## config.mk

```make
export PLATFORM = sky130hd
export DESIGN_NAME = seq_umul
export DESIGN_NICKNAME = d
export VERILOG_FILES = /design/src/rtl/seq_umul_pkg.sv /design/src/rtl/seq_umul_ctrl.sv /design/src/rtl/seq_umul_adder.sv /design/src/rtl/seq_umul_dp.sv /design/src/rtl/seq_umul.sv
export SDC_FILE = /design/constraint.sdc
export NUM_CORES = 1
export LEC_CHECK = 0
export BUFFER_PORTS_ARGS = -buffer_cell sky130_fd_sc_hd__buf_2
export CAP_MARGIN = 20
export CORE_UTILIZATION = 33
export CTS_BUF_LIST = sky130_fd_sc_hd__clkbuf_2
export DETAILED_ROUTE_END_ITERATION = 7
export PLACE_DENSITY = 0.55
export SLEW_MARGIN = 20
export SYNTH_ARGS = -nofsm -noshare
export SYNTH_HDL_FRONTEND = slang
export SYNTH_HIERARCHICAL = 1
export SYNTH_SLANG_ARGS = --single-unit
```

## constraint.sdc

```tcl
create_clock -name clk -period 3.8 [get_ports clk]
set_input_delay 0.76 -clock clk [delete_from_list [all_inputs] [get_ports clk]]
set_output_delay 0.76 -clock clk [all_outputs]
set_load 0.01 [all_outputs]
```

## src/rtl/seq_umul_pkg.sv

```systemverilog
package seq_umul_pkg;

    typedef enum logic [1:0] {
        ST_IDLE   = 2'd0,
        ST_RUN    = 2'd1,
        ST_FINISH = 2'd2
    } mul_state_e;

endpackage

```

## src/rtl/seq_umul_ctrl.sv

```systemverilog
module seq_umul_ctrl
    import seq_umul_pkg::*;
#(
    parameter int ITERS = 32
) (
    input  logic clk,
    input  logic rst_n,
    input  logic start,
    output logic load,
    output logic step,
    output logic busy,
    output logic done
);
    localparam int CNT_W = (ITERS > 1) ? $clog2(ITERS) : 1;
    localparam logic [CNT_W-1:0] LAST = CNT_W'(ITERS - 1);

    mul_state_e       state_q, state_d;
    logic [CNT_W-1:0] iter_q;

    // state register and iteration counter
    always_ff @(posedge clk) begin
        if (!rst_n) begin
            state_q <= ST_IDLE;
            iter_q  <= '0;
        end else begin
            state_q <= state_d;
            if (state_q == ST_RUN) begin
                iter_q <= iter_q + 1'b1;
            end else begin
                iter_q <= '0;
            end
        end
    end

    // next-state: LAUNCH, COMPLETE, RELAUNCH
    always_comb begin
        state_d = state_q;
        unique case (state_q)
            ST_IDLE:   if (start) state_d = ST_RUN;
            ST_RUN:    if (iter_q == LAST) state_d = ST_FINISH;
            ST_FINISH: if (start) state_d = ST_RUN;
            default:   state_d = ST_IDLE;
        endcase
    end

    // outputs
    always_comb begin
        load = 1'b0;
        step = 1'b0;
        busy = 1'b0;
        done = 1'b0;
        unique case (state_q)
            ST_IDLE:   load = start;
            ST_RUN:    begin step = 1'b1; busy = 1'b1; end
            ST_FINISH: begin load = start; done = 1'b1; end
            default:   ;
        endcase
    end

endmodule

```

## src/rtl/seq_umul_adder.sv

```systemverilog
module seq_umul_adder #(
    parameter int WIDTH = 32
) (
    input  logic [WIDTH-1:0] acc,
    input  logic [WIDTH-1:0] mcand,
    input  logic             en,
    output logic [WIDTH:0]   sum
);
    logic [WIDTH-1:0] addend;

    for (genvar i = 0; i < WIDTH; i++) begin : g_gate
        assign addend[i] = mcand[i] & en;
    end

    assign sum = {1'b0, acc} + {1'b0, addend};

endmodule

```

## src/rtl/seq_umul_dp.sv

```systemverilog
module seq_umul_dp #(
    parameter int WIDTH = 32
) (
    input  logic             clk,
    input  logic             rst_n,
    input  logic             load,
    input  logic             step,
    input  logic [WIDTH-1:0] op_a,
    input  logic [WIDTH-1:0] op_b,
    output logic [WIDTH-1:0] hi,
    output logic [WIDTH-1:0] lo
);
    localparam int PW = 2 * WIDTH;

    logic [WIDTH-1:0] mcand_q;
    logic [PW-1:0]    prod_q;
    logic [WIDTH:0]   sum;

    seq_umul_adder #(.WIDTH(WIDTH)) u_add (
        .acc   (prod_q[PW-1:WIDTH]),
        .mcand (mcand_q),
        .en    (prod_q[0]),
        .sum   (sum)
    );

    always_ff @(posedge clk) begin
        if (!rst_n) begin
            mcand_q <= '0;
            prod_q  <= '0;
        end else if (load) begin
            mcand_q <= op_a;
            prod_q  <= {{WIDTH{1'b0}}, op_b};
        end else if (step) begin
            // carry lands in the top bit as the register shifts right
            prod_q <= {sum, prod_q[WIDTH-1:1]};
        end
    end

    assign hi = prod_q[PW-1:WIDTH];
    assign lo = prod_q[WIDTH-1:0];

endmodule

```

## src/rtl/seq_umul.sv

```systemverilog
module seq_umul #(
    parameter int WIDTH = 32
) (
    input  logic             clk,
    input  logic             rst_n,
    input  logic             start,
    input  logic [WIDTH-1:0] op_a,
    input  logic [WIDTH-1:0] op_b,
    output logic             busy,
    output logic             done,
    output logic [WIDTH-1:0] prod_hi,
    output logic [WIDTH-1:0] prod_lo
);
    logic load, step;

    seq_umul_ctrl #(.ITERS(WIDTH)) u_ctrl (
        .clk   (clk),
        .rst_n (rst_n),
        .start (start),
        .load  (load),
        .step  (step),
        .busy  (busy),
        .done  (done)
    );

    seq_umul_dp #(.WIDTH(WIDTH)) u_dp (
        .clk   (clk),
        .rst_n (rst_n),
        .load  (load),
        .step  (step),
        .op_a  (op_a),
        .op_b  (op_b),
        .hi    (prod_hi),
        .lo    (prod_lo)
    );

endmodule

```

==> results.py, run 1 <==
metrics = {
    "power_and_ir_drop": {
        "p_leak_nw": 3.798,
        "power_switching_mw": 0.6224,
        "pwr-share-comb": 0.182,
        "powerDensity_mw_per_mm2": 294.1,
        "sequentialPowerShare": 0.558,
        "p_clk_frac": 0.260,
        "internal-power_mw": 1.506,
        "vdd_drop_max_mv": 0.1268,
        "swShare": 0.2925,
    },
    "clock_network": {
        "cts_max_path_buffers": 2,
        "cts_hold_buf": 0,
        "cts_root_buf": "clkbuf_2",
        "post_cts_resized": 0,
        "cts_made_buffers": 9,
        "post_cts.repair.setup_buffers": 0,
        "worst_skew_pair.late_latency_ns": 0.63,
        "h-tree-depth": 3,
        "clkTransAtPathRegs_ns": 0.29,
        "cts_tree": "done",
        "cts.sinks": 103,
    },
    "floorplanning": {
        "start_util": 0.3385,
        "ios": 133,
        "num_rows": 50,
        "die_h_um": 140.7,
        "coreArea_mm2": 0.01877,
        "die_x_um": 140.7,
        "dieArea_mm2": 0.01981,
    },
    "layout": {
        "layout_commonest_cell": "buf_2",
        "layout_common_cells": "buf_2, dfxtp_1, mux2i_1",
        "instances_no_fill": 997,
        "drive_gt1_frac": 0.2717,
        "nets": 859,
        "fin_area_mm2": 0.007234,
        "fillCellCount": 1969,
        "area_growth_pct": 13.89,
    },
    "critical_path": {
        "max_stage_delay_ns": 0.73,
        "r2r_start": "u_dp/prod_q[0]$_SDFFE_PN0P_",
        "path_cells": "buf_4 > and2_1 > ha_1 > a21oi_1 > o211ai_2 > o2111ai_2 > a21oi_1 > a21oi_1 > o21bai_1 > xor2_1 > mux2i_1 > nor2_1",
        "path_delay_family": "compound AO/OA/AOI/OAI gates",
        "timing.critical_path.buf_inv": 1,
        "arrival_ns": 3.71,
        "setup.worst_path.class": "register to register",
        "end_kind": "register",
        "critPathRequiredTime_ns": 4.32,
        "crit_start": "u_dp/prod_q[0]$_SDFFE_PN0P_",
        "critical_path_peak_fanout": 18,
        "cp_common_cell": "a21oi_1",
        "cp-start-kind": "register",
        "slowest_stage": "dfxtp_1",
    },
    "sta": {
        "layout_setup_ws_ns": 0.6063,
        "worstMarginPinSlew_ns": 0.6619,
        "fin_tns_setup_ns": 0,
        "finalMaxSlewViolations": 0,
        "fmax_mhz": 313.1,
        "finalCritPeriodShare": 0.8405,
        "setup_viol": 0,
        "finalHoldViolCount": 0,
        "skew_ns": 0.05144,
        "rsz0062_at_grt": "no",
        "slew_headroom": 0.5587,
        "min_period_ns": 3.194,
    },
    "yosys": {
        "yosysSeqAreaShare": 0.3246,
        "synthArstFlopShare": 0,
        "syn-cell-area_mm2": 0.006352,
        "ys.flop_type": "dfxtp_1",
        "synth_warnings": 6,
        "ys_seq_elements": 103,
        "syn-num-nets": 744,
        "syn_inst": 642,
        "synth-edff-count": 0,
        "avgSynthCellArea_um2": 9.895,
        "ys_types": 62,
    },
    "routing": {
        "drc": 0,
        "drtIter0Drc": 226,
        "wl_per_cell_um": 15.13,
        "num_vias": 4908,
        "wirelength_mm": 15.08,
        "viasPerCell": 4.923,
        "ant_nets": 0,
        "drt_first_pass_iters": 5,
    },
    "placement": {
        "io_buffers": 132,
        "place_ws_ns": 0.5923,
        "dp_hpwl_mm": 11.19,
        "place_area_mm2": 0.007111,
        "dp.cells": 980,
        "gp_congestion": 0.8160,
    },
    "global_route": {
        "antenna_found_initial": 2,
        "grt_remaining_overflow": 0,
        "grt_pass1_vias": 4827,
        "grtUsageTotal": 0.1568,
        "grt_start_max_net_pins": 46,
        "grt_pass1_wl_mm": 24.87,
    },
    "run": {
        "cap_violations": 0,
    },
    "worst_hold_path": {
        "hold_path_class": "input pin to register",
        "hp-start": "op_a[7]",
    },
    "status": {
        "status": "completed",
    },
}
==> metrics by stage <==
step	power, mW	utilization	hold WS [ns]
6_report	2.128	0.3855	0.3762
5_1_grt	2.262	0.3855	0.3131
4_1_cts	2.182	0.3853	0.2911
3_5_place_dp	1.600	0.3789	0.4413
3_3_place_gp	1.598	0.3789	0.4352
2_1_floorplan	1.492	-	0.4175
==> final cells by class <==
class / count / area (µm²) / share of cell area
Antenna cell: 1 / 2.502 / 0.0003459
Clock buffer: 9 / 45.04 / 0.006226
Clock inverter: 7 / 76.32 / 0.01055
Inverter: 7 / 26.28 / 0.003632
Multi-Input combinational cell: 497 / 4016 / 0.5552
Sequential cell: 103 / 2062 / 0.2850
Tap cell: 234 / 292.8 / 0.04047
Timing Repair Buffer: 139 / 713.2 / 0.09858
==> cell families after synthesis <==
logic type	share of synthesized area
buf+inv	0.04452
mux	0.1739
simple gates	0.1747
compound gates	0.1708
flops	0.3246
fa+ha+maj	0.07012
xor+xnor	0.04136
==> per-layer routing <==
layer / part of all wire / global-route usage / vias to the layer above
met5: 0.00053 / 0 / -
met4: 0.012 / 0.04634 / 2
met3: 0.037 / 0.03397 / 14
met2: 0.47 / 0.2574 / 71
met1: 0.48 / 0.2056 / 2295
li1: - / - / 2526
==> worst min-delay path, delay by kind of cell <==
kind / cells / cell delay [ns]
multiplexers: 1 / 0.06
AND/OR/NAND/NOR: 1 / 0.09
buffers and inverters: 1 / 0.07
==> state kept, by name, indices dropped and copies added (netlist names) <==
| register | count |
|---|---|
| u_ctrl/iter_q | 5 |
| u_ctrl/state_q | 2 |
| u_dp/mcand_q | 32 |
| u_dp/prod_q | 64 |
==> cells in the mapped netlist (3+ instances only) <==
| cell type | count | share of area |
|---|---|---|
| buf_4 | 5 | 0.0059 |
| xor2_1 | 14 | 0.019 |
| xnor2_1 | 16 | 0.022 |
| dfxtp_1 | 103 | 0.32 |
| o21bai_1 | 4 | 0.0047 |
| buf_2 | 10 | 0.0079 |
| nor2b_1 | 35 | 0.034 |
| a21o_1 | 22 | 0.026 |
| inv_1 | 7 | 0.0041 |
| nand4_1 | 4 | 0.0039 |
| clkbuf_1 | 9 | 0.0053 |
| mux2_2 | 7 | 0.012 |
| and2_1 | 32 | 0.032 |
| nand2b_1 | 33 | 0.032 |
| o21ai_1 | 6 | 0.0047 |
| nand2_1 | 21 | 0.012 |
| nor3_1 | 3 | 0.0024 |
| o211a_1 | 34 | 0.054 |
| mux2i_1 | 65 | 0.10 |
| mux2_4 | 25 | 0.059 |
| a21oi_1 | 24 | 0.019 |
| buf_6 | 6 | 0.011 |
| o21ai_0 | 5 | 0.0039 |
| and3_1 | 5 | 0.0049 |
| buf_12 | 3 | 0.0095 |
| o211ai_1 | 3 | 0.0035 |
| a211oi_1 | 3 | 0.0035 |
| o21a_1 | 5 | 0.0059 |
| a31oi_1 | 5 | 0.0049 |
| nand3_1 | 7 | 0.0055 |
| ha_1 | 34 | 0.067 |
| nor2_1 | 47 | 0.028 |
==> final timing paths <==
kind         cells after the start                           end  slack, ns
max                             12  u_dp/prod_q[56]$_SDFFE_PP0P_       0.61
min                              3  u_dp/mcand_q[7]$_SDFFE_PN0P_       0.38
max reg2reg                     12  u_dp/prod_q[56]$_SDFFE_PP0P_       0.61
min reg2reg                      1   u_ctrl/iter_q[0]$_SDFF_PN0_       0.48
==> power groups by stage <==
stage / combinational, mW / sequential, mW / clock (mW)
after global placement: 0.390 / 1.21 / 0
after floorplan: 0.284 / 1.21 / 0
after CTS: 0.394 / 1.19 / 0.599
final: 0.387 / 1.19 / 0.554
after detailed placement: 0.393 / 1.21 / 0
after global routing: 0.427 / 1.20 / 0.637
(Power assumes the default switching activity.)
==> inputs of run 2 (changes only) <==
- ABC_AREA: unset -> 1
- PLACE_DENSITY: 0.55 -> 0.54
- clock period: 3.8 -> 3.2 ns (I/O delays scaled with it)
==> run 2 against run 1 <==
Effect of this change: flip-flop and latch count unchanged; cell count increased by 55%; synthesized cell count increased by 81%; clock skew decreased by 0.026 ns; final area increased by 6.8%; non-clock buffer count unchanged; register-to-register slack improved by 0.23 ns; wire length increased by 33%; global-route usage increased by 3.5 points; critical path depth decreased by 8; clock power increased by 9.7%; largest cell class unchanged; largest power group unchanged; highest routed layer is now met4.
==> results.py, run 2 <==
metrics = {
    "layout": {
        "layout_common_cells": "nand2_1, inv_1, nor2_1",
        "largest_reg_flops": 64,
        "regArea_mm2": 0.002062,
        "nets": 1377,
        "multi_input_area_mm2": 0.003659,
        "fillCellCount": 2263,
        "area_growth_pct": 14.23,
        "largestRegisters": "u_dp/prod_q: 64 flops, u_dp/mcand_q: 32 flops, u_ctrl/iter_q: 5 flops",
        "layout_commonest_cell": "nand2_1",
        "drive_gt1_frac": 0.1328,
        "regMostFlops": "u_dp/prod_q",
    },
    "sta": {
        "finalHoldViolCount": 0,
        "slew_headroom": 0.4915,
        "whs_ns": 0.1956,
        "worstMarginPinSlew_ns": 0.7609,
        "fmax_mhz": 385.8,
        "skew_ns": 0.02562,
        "fin_tns_setup_ns": 0,
        "rsz0062_at_grt": "no",
        "setup_viol": 0,
        "finalCritPeriodShare": 0.8099,
        "min_period_ns": 2.592,
        "finalMaxSlewViolations": 0,
    },
    "yosys": {
        "ys.flop_type": "dfxtp_1",
        "yosysTopAreaCell": "dfxtp_1",
        "ys_types": 31,
        "syn_inst": 1161,
        "syn-num-nets": 1263,
        "ys_seq_elements": 103,
        "synth_most_common_cell": "nand2_1",
        "synth.cells.most_frequent": "nand2_1, inv_1, nor2_1",
        "synth.area.top_cells": "dfxtp_1, nand2_1, inv_1",
        "synth_top_family_by_area": "simple AND/OR/NAND/NOR gates",
        "synth_warnings": 6,
        "synthSimpleGateAreaFrac": 0.3645,
        "yosysSeqAreaShare": 0.3050,
        "yosysTopAreaCellShare": 0.3050,
        "synth_mux_area_frac": 0,
        "syn-cell-area_mm2": 0.006761,
        "synthArstFlopShare": 0,
        "synth_compound_area_frac": 0.09123,
        "yosys.area_share.xor_xnor": 0.01943,
        "synth-edff-count": 0,
        "yosys.area_share.adder": 0.06588,
        "avgSynthCellArea_um2": 5.824,
    },
    "floorplanning": {
        "coreArea_mm2": 0.01978,
        "num_rows": 51,
        "start_util": 0.3418,
        "die_x_um": 145.1,
        "ios": 133,
        "die_h_um": 145.1,
        "dieArea_mm2": 0.02107,
    },
    "critical_path": {
        "r2r_start": "u_dp/prod_q[0]$_SDFFE_PN0P_",
        "critPathRequiredTime_ns": 2.56,
        "setup.worst_path.class": "register to output pin",
        "cp.depth": 4,
        "r2r_slack_ns": 0.84,
        "slowest_stage": "dfxtp_1",
        "max_stage_delay_ns": 0.48,
        "reg2reg_depth": 16,
        "path_delay_family": "buffers and inverters",
        "cp-start-kind": "register",
        "arrival_ns": 1.95,
        "end_kind": "output pin",
        "r2r-end": "u_dp/prod_q[59]$_SDFFE_PP0P_",
        "critical_path_peak_fanout": 34,
        "path_cells": "nand2_1 > inv_1 > buf_4 > buf_2",
        "timing.critical_path.buf_inv": 3,
    },
    "placement": {
        "gp_congestion": 0.8704,
        "dp_hpwl_mm": 15.17,
        "io_buffers": 132,
    },
    "routing": {
        "viasPerCell": 4.490,
        "drt_first_pass_iters": 5,
        "drtIter0Drc": 418,
        "num_vias": 6959,
        "wirelength_mm": 20.05,
        "drc": 0,
        "ant_nets": 0,
        "wl_per_cell_um": 12.93,
    },
    "clock_network": {
        "cts_made_buffers": 9,
        "cts_hold_buf": 0,
        "cts.sinks": 103,
        "post_cts_resized": 0,
        "cts_root_buf": "clkbuf_2",
        "clkTransAtPathRegs_ns": 0.31,
        "worst_skew_pair.late_latency_ns": 0.63,
        "h-tree-depth": 3,
        "cts_tree": "done",
        "cts_max_path_buffers": 2,
        "post_cts.repair.setup_buffers": 0,
    },
    "global_route": {
        "grtUsageTotal": 0.1918,
        "grt_remaining_overflow": 0,
        "antenna_found_initial": 3,
        "grt_start_max_net_pins": 49,
        "grt_pass1_vias": 6362,
        "grt_pass1_wl_mm": 32.51,
    },
    "power_and_ir_drop": {
        "powerDensity_mw_per_mm2": 340.1,
        "p_leak_nw": 4.699,
        "total_power_mw": 2.627,
        "vdd_drop_max_mv": 0.2147,
    },
    "worst_hold_path": {
        "hp-start": "op_a[27]",
        "hold_path_class": "input pin to register",
        "whs_endpoint": "u_dp/mcand_q[27]$_SDFFE_PN0P_",
        "hold_depth": 3,
    },
    "status": {
        "status": "completed",
    },
    "run": {
        "cap_violations": 0,
    },
}
run 2: cell types whose count changed in the layout (fill, tap and decap cells not counted), moves of 62 or more:
cell     previous run  this run
a21oi_1            24        86
nor2_1             47       171
mux2i_1            65         0
nand2_1            21       401
inv_1               7       222
run 2: kinds of logic after synthesis:
kind of cell,count (synthesis)
AOI/OAI and AO/OA,122
xor gates and xnor gates,15
adders and majority gates,35
buffers and inverters,261
DFF,103
and+or+nand+nor,625
run 2: worst min-delay path, delay by kind of cell:
family,cells,cell delay [ns]
buffers and inverters,1,0.07
and+or+nand+nor,2,0.12
run 2: worst max-delay path by stage:
stage	startpoint	end	slack (ns)
5_1_grt	u_ctrl/state_q[0]$_SDFFE_PN0P_	busy	0.42
2_1_floorplan	u_dp/prod_q[0]$_SDFFE_PN0P_	u_dp/prod_q[59]$_SDFFE_PP0P_	1.01
3_3_place_gp	u_dp/prod_q[0]$_SDFFE_PN0P_	u_dp/prod_q[59]$_SDFFE_PP0P_	0.94
4_1_cts	u_ctrl/state_q[0]$_SDFFE_PN0P_	busy	0.54
3_5_place_dp	u_dp/prod_q[0]$_SDFFE_PN0P_	u_dp/prod_q[59]$_SDFFE_PP0P_	0.89
6_report	u_ctrl/state_q[0]$_SDFFE_PN0P_	busy	0.61
run 2: through the flow:
step                      area, µm²  instances    util  worst slack [ns]
final                          7724       1550  0.3904            0.6083
after global routing           7716       1547  0.3901            0.4227
after CTS                      7711       1545  0.3898            0.5403
after detailed placement       7610       1529  0.3847            0.8852
after global placement         7610       1529  0.3847            0.9363
after floorplan                6761       1161       -             1.014
run 2: layout make-up:
type,count,share of cell area
flip-flops and latches,103,0.2670
clock buffers,9,0.005832
multi-input cells,797,0.4737
diodes,5,0.001620
well taps,265,0.04293
clock inverters,7,0.007290
repair buffers,139,0.09234
inverters,225,0.1093
run 2: routing by layer:
layer | routed length (µm) | track usage | up-vias
met2 | 8650 | 0.2986 | 179
met3 | 1306 | 0.03994 | 13
li1 | - | - | 3688
met4 | 191 | 0.04737 | 0
met5 | 0 | 0 | -
met1 | 9897 | 0.2680 | 3079
run 2: power breakdown:
part           total (mW)  switching, mW  internal [mW]
logic               0.564          0.366          0.198
clock network       0.608          0.496          0.113
registers            1.45         0.0695           1.39
